<file path="src/rtl/divu_pkg.sv">
package divu_pkg;
  localparam int unsigned DVD_W = 32;
  localparam int unsigned DVS_W = 16;

  typedef struct packed {
    logic [DVS_W-1:0] rem;  // partial remainder
    logic [DVD_W-1:0] shf;  // dividend bits out at MSB, quotient bits in at LSB
    logic [DVS_W-1:0] dvs;
    logic             dz;
  } divu_op_t;

  // one restoring step; trial is two bits wider than rem so a zero divisor never goes negative
  function automatic divu_op_t divu_step(input divu_op_t a);
    logic [DVS_W+1:0] trial;
    logic             qbit;
    divu_op_t         r;
    trial = {1'b0, a.rem, a.shf[DVD_W-1]} - {2'b00, a.dvs};
    qbit  = ~trial[DVS_W+1];
    r     = a;
    r.rem = qbit ? trial[DVS_W-1:0] : {a.rem[DVS_W-2:0], a.shf[DVD_W-1]};
    r.shf = {a.shf[DVD_W-2:0], qbit};
    return r;
  endfunction
endpackage

</file>
<file path="src/rtl/divu_issue_ctrl.sv">
module divu_issue_ctrl #(
  parameter int unsigned II = 4
) (
  input  logic clk_i,
  input  logic rst_ni,
  input  logic fire_i,
  output logic ready_o
);
  if (II == 1) begin : g_full_rate
    assign ready_o = 1'b1;
  end else begin : g_gapped
    localparam int unsigned GW = $clog2(II);
    logic [GW-1:0] gap_q;

    always_ff @(posedge clk_i or negedge rst_ni) begin
      if (!rst_ni)          gap_q <= '0;
      else if (fire_i)      gap_q <= GW'(II - 1);
      else if (gap_q != 0)  gap_q <= gap_q - 1'b1;
    end

    assign ready_o = (gap_q == '0);

    assert_gap_after_fire_R4: assert property (@(posedge clk_i) disable iff (!rst_ni)
      fire_i |=> !ready_o);
    assert_gap_closes_R4: assert property (@(posedge clk_i) disable iff (!rst_ni)
      (!ready_o && gap_q == GW'(1)) |=> ready_o);
  end
endmodule

</file>
<file path="src/rtl/divu_fold_stage.sv">
module divu_fold_stage
  import divu_pkg::*;
#(
  parameter int unsigned II = 4
) (
  input  logic     clk_i,
  input  logic     rst_ni,
  input  logic     load_i,
  input  divu_op_t op_i,
  output logic     done_o,
  output divu_op_t op_o
);
  localparam int unsigned CW = $clog2(II + 1);

  logic          busy_q;
  logic [CW-1:0] cnt_q;
  divu_op_t      op_q;
  divu_op_t      step_in;
  logic          step_en;

  assign step_en = load_i | (busy_q & (cnt_q != CW'(II)));
  assign step_in = load_i ? op_i : op_q;

  // datapath: no reset needed
  always_ff @(posedge clk_i) begin
    if (step_en) op_q <= divu_step(step_in);
  end

  always_ff @(posedge clk_i or negedge rst_ni) begin
    if (!rst_ni) begin
      busy_q <= 1'b0;
      cnt_q  <= '0;
    end else if (load_i) begin
      busy_q <= 1'b1;
      cnt_q  <= CW'(1);
    end else if (busy_q && cnt_q == CW'(II)) begin
      busy_q <= 1'b0;
    end else if (busy_q) begin
      cnt_q  <= cnt_q + 1'b1;
    end
  end

  assign done_o = busy_q && (cnt_q == CW'(II));
  assign op_o   = op_q;

  // a new operation may only arrive when the slot is empty or being vacated
  assert_no_overrun_R6: assert property (@(posedge clk_i) disable iff (!rst_ni)
    load_i |-> (!busy_q || done_o));
  assert_cnt_bound_R3: assert property (@(posedge clk_i) disable iff (!rst_ni)
    busy_q |-> (cnt_q >= CW'(1) && cnt_q <= CW'(II)));
endmodule

</file>
<file path="src/rtl/divu_pipe.sv">
module divu_pipe
  import divu_pkg::*;
#(
  parameter int unsigned II = 4
) (
  input  logic             clk_i,
  input  logic             rst_ni,
  input  logic             in_valid_i,
  output logic             in_ready_o,
  input  logic [DVD_W-1:0] dividend_i,
  input  logic [DVS_W-1:0] divisor_i,
  output logic             out_valid_o,
  output logic [DVD_W-1:0] quotient_o,
  output logic [DVS_W-1:0] remainder_o,
  output logic             div_by_zero_o
);
  localparam int unsigned NSTG = DVD_W / II;

  if (DVD_W % II != 0) begin : g_bad_ii
    initial $error("II must divide the dividend width");
  end

  logic     fire;
  logic     in_vld_q;
  divu_op_t in_op_q;
  logic     out_vld_q;
  divu_op_t out_op_q;

  assign fire = in_valid_i & in_ready_o;

  divu_issue_ctrl #(.II(II)) u_issue (
    .clk_i   (clk_i),
    .rst_ni  (rst_ni),
    .fire_i  (fire),
    .ready_o (in_ready_o)
  );

  always_ff @(posedge clk_i or negedge rst_ni) begin
    if (!rst_ni) in_vld_q <= 1'b0;
    else         in_vld_q <= fire;
  end

  always_ff @(posedge clk_i) begin
    if (fire) begin
      in_op_q.rem <= '0;
      in_op_q.shf <= dividend_i;
      in_op_q.dvs <= divisor_i;
      in_op_q.dz  <= (divisor_i == '0);
    end
  end

  logic     [NSTG-1:0] st_done;
  divu_op_t            st_op [NSTG];

  for (genvar k = 0; k < NSTG; k++) begin : g_stage
    logic     ld;
    divu_op_t src;
    if (k == 0) begin : g_head
      assign ld  = in_vld_q;
      assign src = in_op_q;
    end else begin : g_body
      assign ld  = st_done[k-1];
      assign src = st_op[k-1];
    end
    divu_fold_stage #(.II(II)) u_stage (
      .clk_i  (clk_i),
      .rst_ni (rst_ni),
      .load_i (ld),
      .op_i   (src),
      .done_o (st_done[k]),
      .op_o   (st_op[k])
    );
  end

  always_ff @(posedge clk_i or negedge rst_ni) begin
    if (!rst_ni) out_vld_q <= 1'b0;
    else         out_vld_q <= st_done[NSTG-1];
  end

  always_ff @(posedge clk_i) begin
    if (st_done[NSTG-1]) out_op_q <= st_op[NSTG-1];
  end

  assign out_valid_o   = out_vld_q;
  assign quotient_o    = out_op_q.shf;
  assign remainder_o   = out_op_q.rem;
  assign div_by_zero_o = out_op_q.dz;

  assert_zero_div_quot_R2: assert property (@(posedge clk_i) disable iff (!rst_ni)
    (out_valid_o && div_by_zero_o) |-> (quotient_o == '1));
  assert_rem_below_dvs_R1: assert property (@(posedge clk_i) disable iff (!rst_ni)
    (out_valid_o && !div_by_zero_o) |-> (remainder_o < out_op_q.dvs));
  assert_dz_matches_dvs_R2: assert property (@(posedge clk_i) disable iff (!rst_ni)
    out_valid_o |-> (div_by_zero_o == (out_op_q.dvs == '0)));

  if (II > 1) begin : g_pulse_chk
    assert_single_pulse_R6: assert property (@(posedge clk_i) disable iff (!rst_ni)
      out_valid_o |=> !out_valid_o);
  end
endmodule

</file>
<file path="config.mk">
export PLATFORM = sky130hd
export DESIGN_NAME = divu_pipe
export DESIGN_NICKNAME = d
export VERILOG_FILES = /design/src/rtl/divu_pkg.sv /design/src/rtl/divu_issue_ctrl.sv /design/src/rtl/divu_fold_stage.sv /design/src/rtl/divu_pipe.sv
export SDC_FILE = /design/constraint.sdc
export NUM_CORES = 1
export LEC_CHECK = 0
export ABC_AREA = 1
export CAP_MARGIN = 15
export CORE_MARGIN = 3
export CORE_UTILIZATION = 50
export CTS_BUF_LIST = sky130_fd_sc_hd__clkbuf_4 sky130_fd_sc_hd__clkbuf_8
export CTS_CLUSTER_SIZE = 16
export DETAILED_ROUTE_END_ITERATION = 10
export PLACE_DENSITY = 0.67
export SLEW_MARGIN = 20
export SYNTH_ARGS = -nofsm -noshare
export SYNTH_HDL_FRONTEND = slang
export SYNTH_SLANG_ARGS = --single-unit
</file>
<file path="constraint.sdc">
create_clock -name clk_i -period 12.6 [get_ports clk_i]
set_input_delay 2.52 -clock clk_i [delete_from_list [all_inputs] [get_ports clk_i]]
set_output_delay 2.52 -clock clk_i [all_outputs]
set_load 0.03 [all_outputs]
</file>
==> results of run 1 <==
## area by class of cell
| class | instances | area (um^2) | share of cell area |
|---|---|---|---|
| Sequential cell | 654 | 19500 | 0.498 |
| Multi-Input combinational cell | 2649 | 13500 | 0.345 |
| Clock buffer | 158 | 1910 | 0.0488 |
| Inverter | 416 | 1560 | 0.0400 |
| Timing Repair Buffer | 130 | 1240 | 0.0317 |
| Tap cell | 931 | 1160 | 0.0298 |
| Clock inverter | 41 | 243 | 0.00622 |
| Antenna cell | 1 | 2.50 | 0.0000641 |
## metal layers
| metal | track usage | wire length, um | up-vias |
|---|---|---|---|
| met5 | 0 | 0 | - |
| met4 | 0.0682 | 2250 | 0 |
| met3 | 0.0287 | 3150 | 151 |
| met2 | 0.348 | 36100 | 580 |
| met1 | 0.275 | 34300 | 11600 |
| li1 | - | - | 13100 |
## cells by family (layout without fill, tap and decap cells)
| group | Yosys count | in the layout | share of synthesized area |
|---|---|---|---|
| xor gates and xnor gates | 91 | 91 | 0.0227 |
| DFF | 654 | 654 | 0.554 |
| and+or+nand+nor | 1841 | 1841 | 0.221 |
| other | 0 | 1 | 0 |
| buffers and inverters | 567 | 745 | 0.0655 |
| adders and majority gates | 139 | 139 | 0.0512 |
| muxes | 5 | 5 | 0.00142 |
| AOI/OAI and AO/OA | 573 | 573 | 0.0850 |
## stage by stage
step	utilization	power (W)
after floorplan	-	0.00754
after global placement	0.534	0.00849
after detailed placement	0.534	0.00858
after CTS	0.565	0.0105
after global routing	0.565	0.0113
final	0.565	0.0104
## critical path: stages, from the launching register on
cell,delay [ns]
dfrtp_1,0.38
inv_1,0.09
ha_1,0.66
nand3_4,0.42
inv_1,0.71
buf_4,0.41
or2_2,0.16
o21ai_0,0.10
ha_1,0.38
nand2_1,0.12
o21a_1,0.23
o211a_1,0.26
nand2_4,0.26
inv_2,0.15
nand2_1,0.08
nand2_1,0.06
## Yosys cell counts (all sizes together), types with 13 or more instances
library cell	count
nand2	1444
edfxtp	618
inv	416
o21ai	408
ha	131
a21oi	129
nor2	96
nand3	95
or2	90
clkbuf	86
nand4	80
buf	65
xnor2	48
xor2	43
dfrtp	36
nor3	16
nand3b	13
## report_power, final
| part | leakage [nW] | internal [W] | switching (W) |
|---|---|---|---|
| clock | 1.16 | 0.000980 | 0.000858 |
| combinational | 9.76 | 0.00162 | 0.00303 |
| sequential | 5.59 | 0.00354 | 0.000378 |
| total | 16.5 | 0.00614 | 0.00426 |
## path summary, 6_finish.rpt
check	cells after the start	slack, ns	from	end
worst max-delay path	15	7.85	g_stage[4].u_stage.cnt_q[0]	g_stage[5].u_stage.op_o[58]
worst min-delay path	0	0.42	g_stage[6].u_stage.op_o[0]	g_stage[7].u_stage.op_o[0]
worst max register to register	15	7.85	g_stage[4].u_stage.cnt_q[0]	g_stage[5].u_stage.op_o[58]
worst min register to register	0	0.42	g_stage[6].u_stage.op_o[0]	g_stage[7].u_stage.op_o[0]
max in group asynchronous	2	10.17	rst_ni	g_stage[4].u_stage.busy_q
min in group asynchronous	2	1.92	rst_ni	g_stage[0].ld
## registers in the layout, summed over array words and instances (netlist names)
register                cells
g_stage.u_stage.cnt_q      24
g_stage.u_stage.op_o      520
g_stage.src                49
remainder_o                16
div_by_zero_o               1
g_stage.ld                  1
out_valid_o                 1
g_stage.u_stage.busy_q      8
u_issue.g_gapped.gap_q      2
quotient_o                 32
==> run metrics, run 1 <==
kind of critical path=flop to flop; first-pass GRT wire length=125 mm; CTS root buf=clkbuf_8; commonest non-fill, non-tap cells in the layout=1404 x nand2_1, 618 x edfxtp_1, 404 x inv_1; Setup Viol. Count Final=0; Starting Density=0.509; status=finished, final reports clean; Yosys Warn Count=0; hold slack final=between 0.4 and 0.5 ns; routed len/inst=15.2 um; Fillers=6196; layout cells sized above 1=0.0939; Clock Pin Slew Worst Setup and Hold Paths=0.06 ns; Net count, final=4147; Final WS setup=7.85 ns; Cell Rows=96; core area=69100 um^2; post-CTS setup buffers=0; die width=roughly 270 um; TNS Setup=0 ns; Leak=approximately 17 nW; Synth Flop Type=edfxtp_1; unrepaired setup endpoints after global routing=no; Area Overhead vs Synth=11.1%; Async SR Flop Fraction=0.0550; Final Hold Fails=0; critical-path maximum fanout=30; final std cells w/o fill=about 5000; Port Buffer Count=a little over 100; CTS Buf Count=between 100 and 150; Critical Path AT=5.21 ns; post-synthesis sequential area ratio=0.554; Worst Tran Pin Value=0.906 ns; gr usage total=0.206; Slew Viols, Final=0; Die Height=271 um; Synth area leaders=edfxtp_1 53%, nand2_1 15%, o21ai_0 5.1%, ha_1 4.7%, inv_1 4.4%; number of gates resized after cts=0; PwrDens=266 nW/um^2; via count=25400; Max Clk Rate=0.210 GHz; Overflow after GRT=0; vias per cell=5.09; 1st-iter DRT viols=around 1800; max-capacitance violation count=0; Detail Placement HPWL=about 54 mm; Critical Path End Type=flop; Max IR drop VDD=0.000207 V; vias in the first global route=about 25000; skew final=0.0266 ns; fin area=39000 um^2; HP Class=flop to flop; Clock Path Buffers=3; H-tree depth=3; Syn Area/Cell=9.08 um^2; synth unique cells=48; Placer Congestion=0.903; Post-Syn Nets=4060; largest net degree at the start of global routing=103; first-pass iteration count of the detailed router=6; top-area cell type share of the netlist area=0.528; Post-synth EDFFs=between 600 and 700; Residual DRC=0; Cells after DPL=4779; CP required=about 13 ns; antenna violations before repair=2; Hold-fix buffers, CTS=0; Die ar.=73500 um^2; critical path launch point type=flop; Clk Latency, worst-skew pair=0.72 ns; Syn Inst Count=just under 4000; Tmin final=4.75 ns; drt total wl=approximately 76 mm; Antenna Nets Post-Route=0; clk sinks=~650; synthesized cell area=35200 um^2; most common cell after layout, fill and taps aside=nand2_1; CTS tree=built; Synth Register Bits=654; post-synth top area cell=edfxtp_1; Final period util=0.377; Slew Limit Headroom=0.394; # IOs=approximately 100; Cell Area, Placed=36900 um^2; pre-CTS worst setup slack=~7.8 ns
No activity file was read; power rests on OpenSTA's default activity.
==> inputs of run 2 (changes only) <==
--- a/config.mk
+++ b/config.mk
@@ -12,7 +12,7 @@
 export CTS_BUF_LIST = sky130_fd_sc_hd__clkbuf_4 sky130_fd_sc_hd__clkbuf_8
 export CTS_CLUSTER_SIZE = 16
 export DETAILED_ROUTE_END_ITERATION = 10
-export PLACE_DENSITY = 0.67
+export PLACE_DENSITY = 0.69
 export SLEW_MARGIN = 20
 export SYNTH_ARGS = -nofsm -noshare
 export SYNTH_HDL_FRONTEND = slang
==> constraint.sdc (replaced) <==
create_clock -name clk_i -period 4 [get_ports clk_i]
set_input_delay 0.8 -clock clk_i [delete_from_list [all_inputs] [get_ports clk_i]]
set_output_delay 0.8 -clock clk_i [all_outputs]
set_load 0.03 [all_outputs]
==> run metrics, run 2 (same netlist as run 1, synthesis figures left out) <==
# IOs=102; worst reg2reg path depth=16; Starting Density=0.509; first-pass iteration count of the detailed router=5; Final period util=0.920; Worst Tran Pin Value=0.945 ns; Overflow after GRT=0; most common cell after layout, fill and taps aside=nand2_1; die width=271 um; critical path launch point type=flop; reg2reg end=g_stage[4].u_stage.op_o[63]; 1st-iter DRT viols=2031; CTS root buf=clkbuf_8; unrepaired setup endpoints after global routing=no; fin area=39400 um^2; Cell Area, Placed=37200 um^2; first-pass GRT wire length=around 120 mm; status=finished, final reports clean; critical-path maximum fanout=63; TNS Setup=0 ns; CP required=4.45 ns; Cell Rows=96; drt total wl=74.9 mm; Hold-fix buffers, CTS=0; gr usage total=0.202; Reg2Reg Setup Slack=0.32 ns; Leak=about 17 nW; largest net degree at the start of global routing=76; Clock Path Buffers=3; via count=25400; HP Class=input port to async pin; kind of critical path=flop to flop; reg2reg start=g_stage[3].u_stage.cnt_q[0]; core area=69100 um^2; Setup Viol. Count Final=0; Max stage delay on crit path=about 0.47 ns; clk sinks=654; Final Hold Fails=0; skew final=between 0.02 and 0.03 ns; Worst path top cell family by delay=adder cells; Clock Pin Slew Worst Setup and Hold Paths=0.06 ns; Port Buffer Count=101; max-capacitance violation count=0; slowest cell on the critical path=o21ai_0; most used cell, CP=inv_1; routed len/inst=15.0 um; vias in the first global route=24900; Residual DRC=0; H-tree depth=3; Slew Limit Headroom=0.368; CTS Buf Count=roughly 110; Die ar.=73500 um^2; Detail Placement HPWL=53.9 mm; Area Overhead vs Synth=12.0%; Critical Path End Type=flop; PwrDens=~840 nW/um^2; Placer Congestion=0.936; layout cells sized above 1=0.0985; Tmin final=3.68 ns; Max IR drop VDD=0.000687 V; antenna violations before repair=1; Slew Viols, Final=0; CTS tree=built; Antenna Nets Post-Route=0; commonest non-fill, non-tap cells in the layout=1404 x nand2_1, 618 x edfxtp_1, 404 x inv_1; Net count, final=roughly 4200; vias per cell=5.07; crit-path cells=inv_1 -> ha_1 -> nand3_4 -> buf_12 -> o21ai_0 -> inv_1 -> ha_1 -> fa_1 -> o21ai_0 -> a21oi_1 -> inv_1 -> nand4_1 -> nand4_1 -> nand2_1 -> nand2_2 -> nand2_1; Max Clk Rate=0.272 GHz; Die Height=271 um; max reg flops=between 500 and 600; Clk Latency, worst-skew pair=0.71 ns; Buf/Inv on CP=4; final core utilization=0.570; Critical Path AT=4.12 ns
[run 2: how the worst max path moves through the flow]
stage                                      from                          end  slack (ns)  depth (start not counted)
floorplan           g_stage[1].u_stage.cnt_q[0]  g_stage[2].u_stage.op_o[61]        0.45                         21
global placement    g_stage[5].u_stage.cnt_q[0]  g_stage[6].u_stage.op_o[61]        0.31                         18
detailed placement  g_stage[5].u_stage.cnt_q[0]  g_stage[6].u_stage.op_o[61]        0.29                         18
CTS                 g_stage[5].u_stage.cnt_q[0]  g_stage[6].u_stage.op_o[61]        0.29                         18
global route        g_stage[1].u_stage.cnt_q[0]  g_stage[2].u_stage.op_o[53]       0.004                         19
finish              g_stage[3].u_stage.cnt_q[0]  g_stage[4].u_stage.op_o[63]        0.32                         16
[run 2: final cells by class]
class | instances | area, um^2
sequential | 654 | 19500
clock inverter | 39 | 253
multi-input combinational | 2649 | 13500
clock buffer | 156 | 1870
tap | 931 | 1160
inverter | 416 | 1570
fill | 6155 | 29700
timing repair buffer | 157 | 1570
antenna | 1 | 2.50
[run 2: where the power goes]
part	internal [W]	switching (W)	total (W)
sequential	0.0111	0.00110	0.0122
combinational	0.00534	0.00970	0.0150
clock	0.00314	0.00265	0.00578
total	0.0196	0.0134	0.0331
[run 2: layer usage]
metal  routed length [um]  vias to the layer above  GRT usage
li1                     -                    13100          -
met1                34000                    11600      0.270
met2                35500                      550      0.340
met3                 3270                      145     0.0311
met4                 2190                        0     0.0652
met5                    0                        -          0
[run 2: metrics by stage]
stage               power (W)  hold slack [ns]  instances  setup slack, ns
floorplan              0.0237            0.400       3870            0.448
global placement       0.0270            0.404       4805            0.314
detailed placement     0.0273            0.410       4805            0.295
CTS                    0.0332            0.203       5000            0.293
global route           0.0359            0.239       5003          0.00447
finish                 0.0331            0.220       5003            0.322
[run 2: repair_timing]
item / 4_1_cts / 5_1_grt
gates resized for setup: 0 / 7
setup buffers: 0 / 1
hold endpoints to repair: 0 / 0
setup endpoints to repair: 0 / 22
==> inputs of run 3 (changes only) <==
--- a/config.mk
+++ b/config.mk
@@ -7,7 +7,7 @@
 export LEC_CHECK = 0
 export ABC_AREA = 1
 export CAP_MARGIN = 15
-export CORE_MARGIN = 3
+export CORE_MARGIN = 2
 export CORE_UTILIZATION = 50
 export CTS_BUF_LIST = sky130_fd_sc_hd__clkbuf_4 sky130_fd_sc_hd__clkbuf_8
 export CTS_CLUSTER_SIZE = 16
==> run metrics, run 3 (same netlist as run 1, synthesis figures left out) <==
status=finished, final reports clean; Sw Share=0.407; vias per cell=5.09; fin area=39500 um^2; HP Class=input port to async pin; Slew Viols, Final=0; Flop pwr share=0.368; gr usage total=0.210; 1st-iter DRT viols=approximately 1800; Final Total Pwr=0.0333 W; TNS Setup=0 ns; CTS root buf=clkbuf_8; core area=roughly 70000 um^2; reg2reg end=g_stage[6].u_stage.op_o[64]; Slew Limit Headroom=0.407; global routing's busiest layer=met2; Final Hold Fails=0; routed len/inst=15.2 um; Reg2Reg Setup Slack=0.33 ns; Critical Path End Type=flop; first-pass iteration count of the detailed router=6; CP required=around 4.5 ns; Cell Area, Placed=between 30000 and 40000 um^2; most common cell after layout, fill and taps aside=nand2_1; CTS tree=built; Clk Latency, worst-skew pair=~0.73 ns; via count=25500; clk sinks=654; Detail Placement HPWL=55.2 mm; Clock Pin Slew Worst Setup and Hold Paths=approximately 0.06 ns; reg2reg start=g_stage[5].u_stage.cnt_q[0]; post-CTS setup buffers=0; kind of critical path=flop to flop; largest net degree at the start of global routing=67; vias in the first global route=25100; skew final=a little under 0.05 ns; Critical Path AT=approximately 4.1 ns; GRT met2 Usage=0.353; worst reg2reg path depth=18; critical path launch point type=flop; Buf/Inv on CP=5; Final period util=0.917; antenna violations before repair=1; Die Height=around 270 um; layout cells sized above 1=0.102; Cell Rows=97; met3 Use GR=0.0288; Max stage delay on crit path=0.38 ns; Antenna Nets Post-Route=0; Placer Congestion=slightly above 0.9; PwrDens=845 nW/um^2; Overflow after GRT=0; Fillers=6236; Worst path top cell family by delay=compound AO/OA/AOI/OAI gates; unrepaired setup endpoints after global routing=no; M1 GR Usage=0.284; Clock Path Buffers=3; Clock power frac=0.181; Residual DRC=0; Net count, final=4181; Leak=16.7 nW; slowest cell on the critical path=dfrtp_1; crit-path cells=inv_1 -> ha_1 -> inv_1 -> nor3_4 -> inv_2 -> o21ai_0 -> ha_1 -> a21oi_1 -> nand2_1 -> a21boi_1 -> o21ai_1 -> nand3_1 -> nand2_1 -> nand2_1 -> nand2_2 -> inv_1 -> buf_4 -> o21ai_0; Starting Density=0.504; Area Overhead vs Synth=12.2%; max reg flops=520; Psw=0.0136 W; Die ar.=72400 um^2; final std cells w/o fill=5014; Max Clk Rate=0.273 GHz; first-pass GRT wire length=126 mm; Setup Viol. Count Final=0; drt total wl=76.1 mm; CTS Buf Count=108; Worst Tran Pin Value=0.889 ns; cell-internal power=0.0198 W; commonest non-fill, non-tap cells in the layout=1404 x nand2_1, 618 x edfxtp_1, 403 x inv_1; critical-path maximum fanout=29; # IOs=just over 100; Max IR drop VDD=0.000545 V; die width=269 um; Port Buffer Count=101; Comb pwr share=0.451; Tmin final=3.67 ns; H-tree depth=3; max-capacitance violation count=0; Cells after DPL=a little under 5000
[run 3: changes by cell type in the layout (fill, tap and decap cells not counted), moves of 2 or more]
cell | before | now
buf_12 | 9 | 4
clkbuf_8 | 112 | 126
clkinv_2 | 11 | 6
clkinv_1 | 22 | 11
buf_4 | 42 | 52
inv_2 | 10 | 12
[run 3: worst max path at each step]
stage / end / slack (ns) / cells after the start / startpoint
3_3_place_gp: g_stage[6].u_stage.op_o[53] / 0.45 / 20 / g_stage[5].u_stage.cnt_q[0]
5_1_grt: g_stage[2].u_stage.op_o[53] / 0.004 / 19 / g_stage[1].u_stage.cnt_q[0]
3_5_place_dp: g_stage[6].u_stage.op_o[52] / 0.33 / 20 / g_stage[5].u_stage.cnt_q[0]
2_1_floorplan: g_stage[2].u_stage.op_o[61] / 0.45 / 21 / g_stage[1].u_stage.cnt_q[0]
6_report: g_stage[6].u_stage.op_o[64] / 0.33 / 18 / g_stage[5].u_stage.cnt_q[0]
4_1_cts: g_stage[2].u_stage.op_o[53] / 0.32 / 18 / g_stage[1].u_stage.cnt_q[0]
[run 3: power by group through the flow]
stage	Clock [W]	Sequential, W	Combinational [W]
5_1_grt	0.00645	0.0125	0.0172
4_1_cts	0.00617	0.0123	0.0150
6_report	0.00603	0.0123	0.0151
3_5_place_dp	0	0.0124	0.0150
3_3_place_gp	0	0.0123	0.0148
2_1_floorplan	0	0.0120	0.0118
[run 3: cell type report]
class / count / area, um^2 / area share
flip-flops and latches: 654 / 19500 / 0.493
multi-input cells: 2649 / 13500 / 0.341
clock buffers: 170 / 2060 / 0.0523
well taps: 940 / 1180 / 0.0298
repair buffers: 162 / 1550 / 0.0392
inverters: 416 / 1560 / 0.0396
clock inverters: 22 / 173 / 0.00438
diodes: 1 / 2.50 / 0.0000634
[run 3: per-layer routing]
metal  share of wire  vias to the layer above
met3           0.038                      136
met4           0.024                        0
met5               0                        -
met2            0.48                      511
met1            0.46                    11800
li1                -                    13100
[run 3: stage by stage]
step	worst slack (ns)	hold WS (ns)	util
after floorplan	0.448	0.400	-
after global placement	0.448	0.411	0.533
after detailed placement	0.333	0.413	0.533
after CTS	0.318	0.309	0.565
after global routing	0.00362	0.353	0.565
final	0.333	0.375	0.565
[run 3: worst register-to-register path, stage by stage (launching register included)]
cell,delay [ns]
dfrtp_1,0.38
inv_1,0.09
ha_1,0.18
inv_1,0.07
nor3_4,0.22
inv_2,0.22
o21ai_0,0.38
ha_1,0.36
a21oi_1,0.20
nand2_1,0.11
a21boi_1,0.22
o21ai_1,0.16
nand3_1,0.10
nand2_1,0.08
nand2_1,0.08
nand2_2,0.08
inv_1,0.07
buf_4,0.27
o21ai_0,0.14
[run 3: timing repair]
| action | in CTS | in global routing |
|---|---|---|
| endpoints found under the hold margin | 1 | 0 |
| gates resized for setup | 0 | 4 |
| endpoints found under the setup margin | 0 | 24 |
| hold buffers | 1 | 0 |
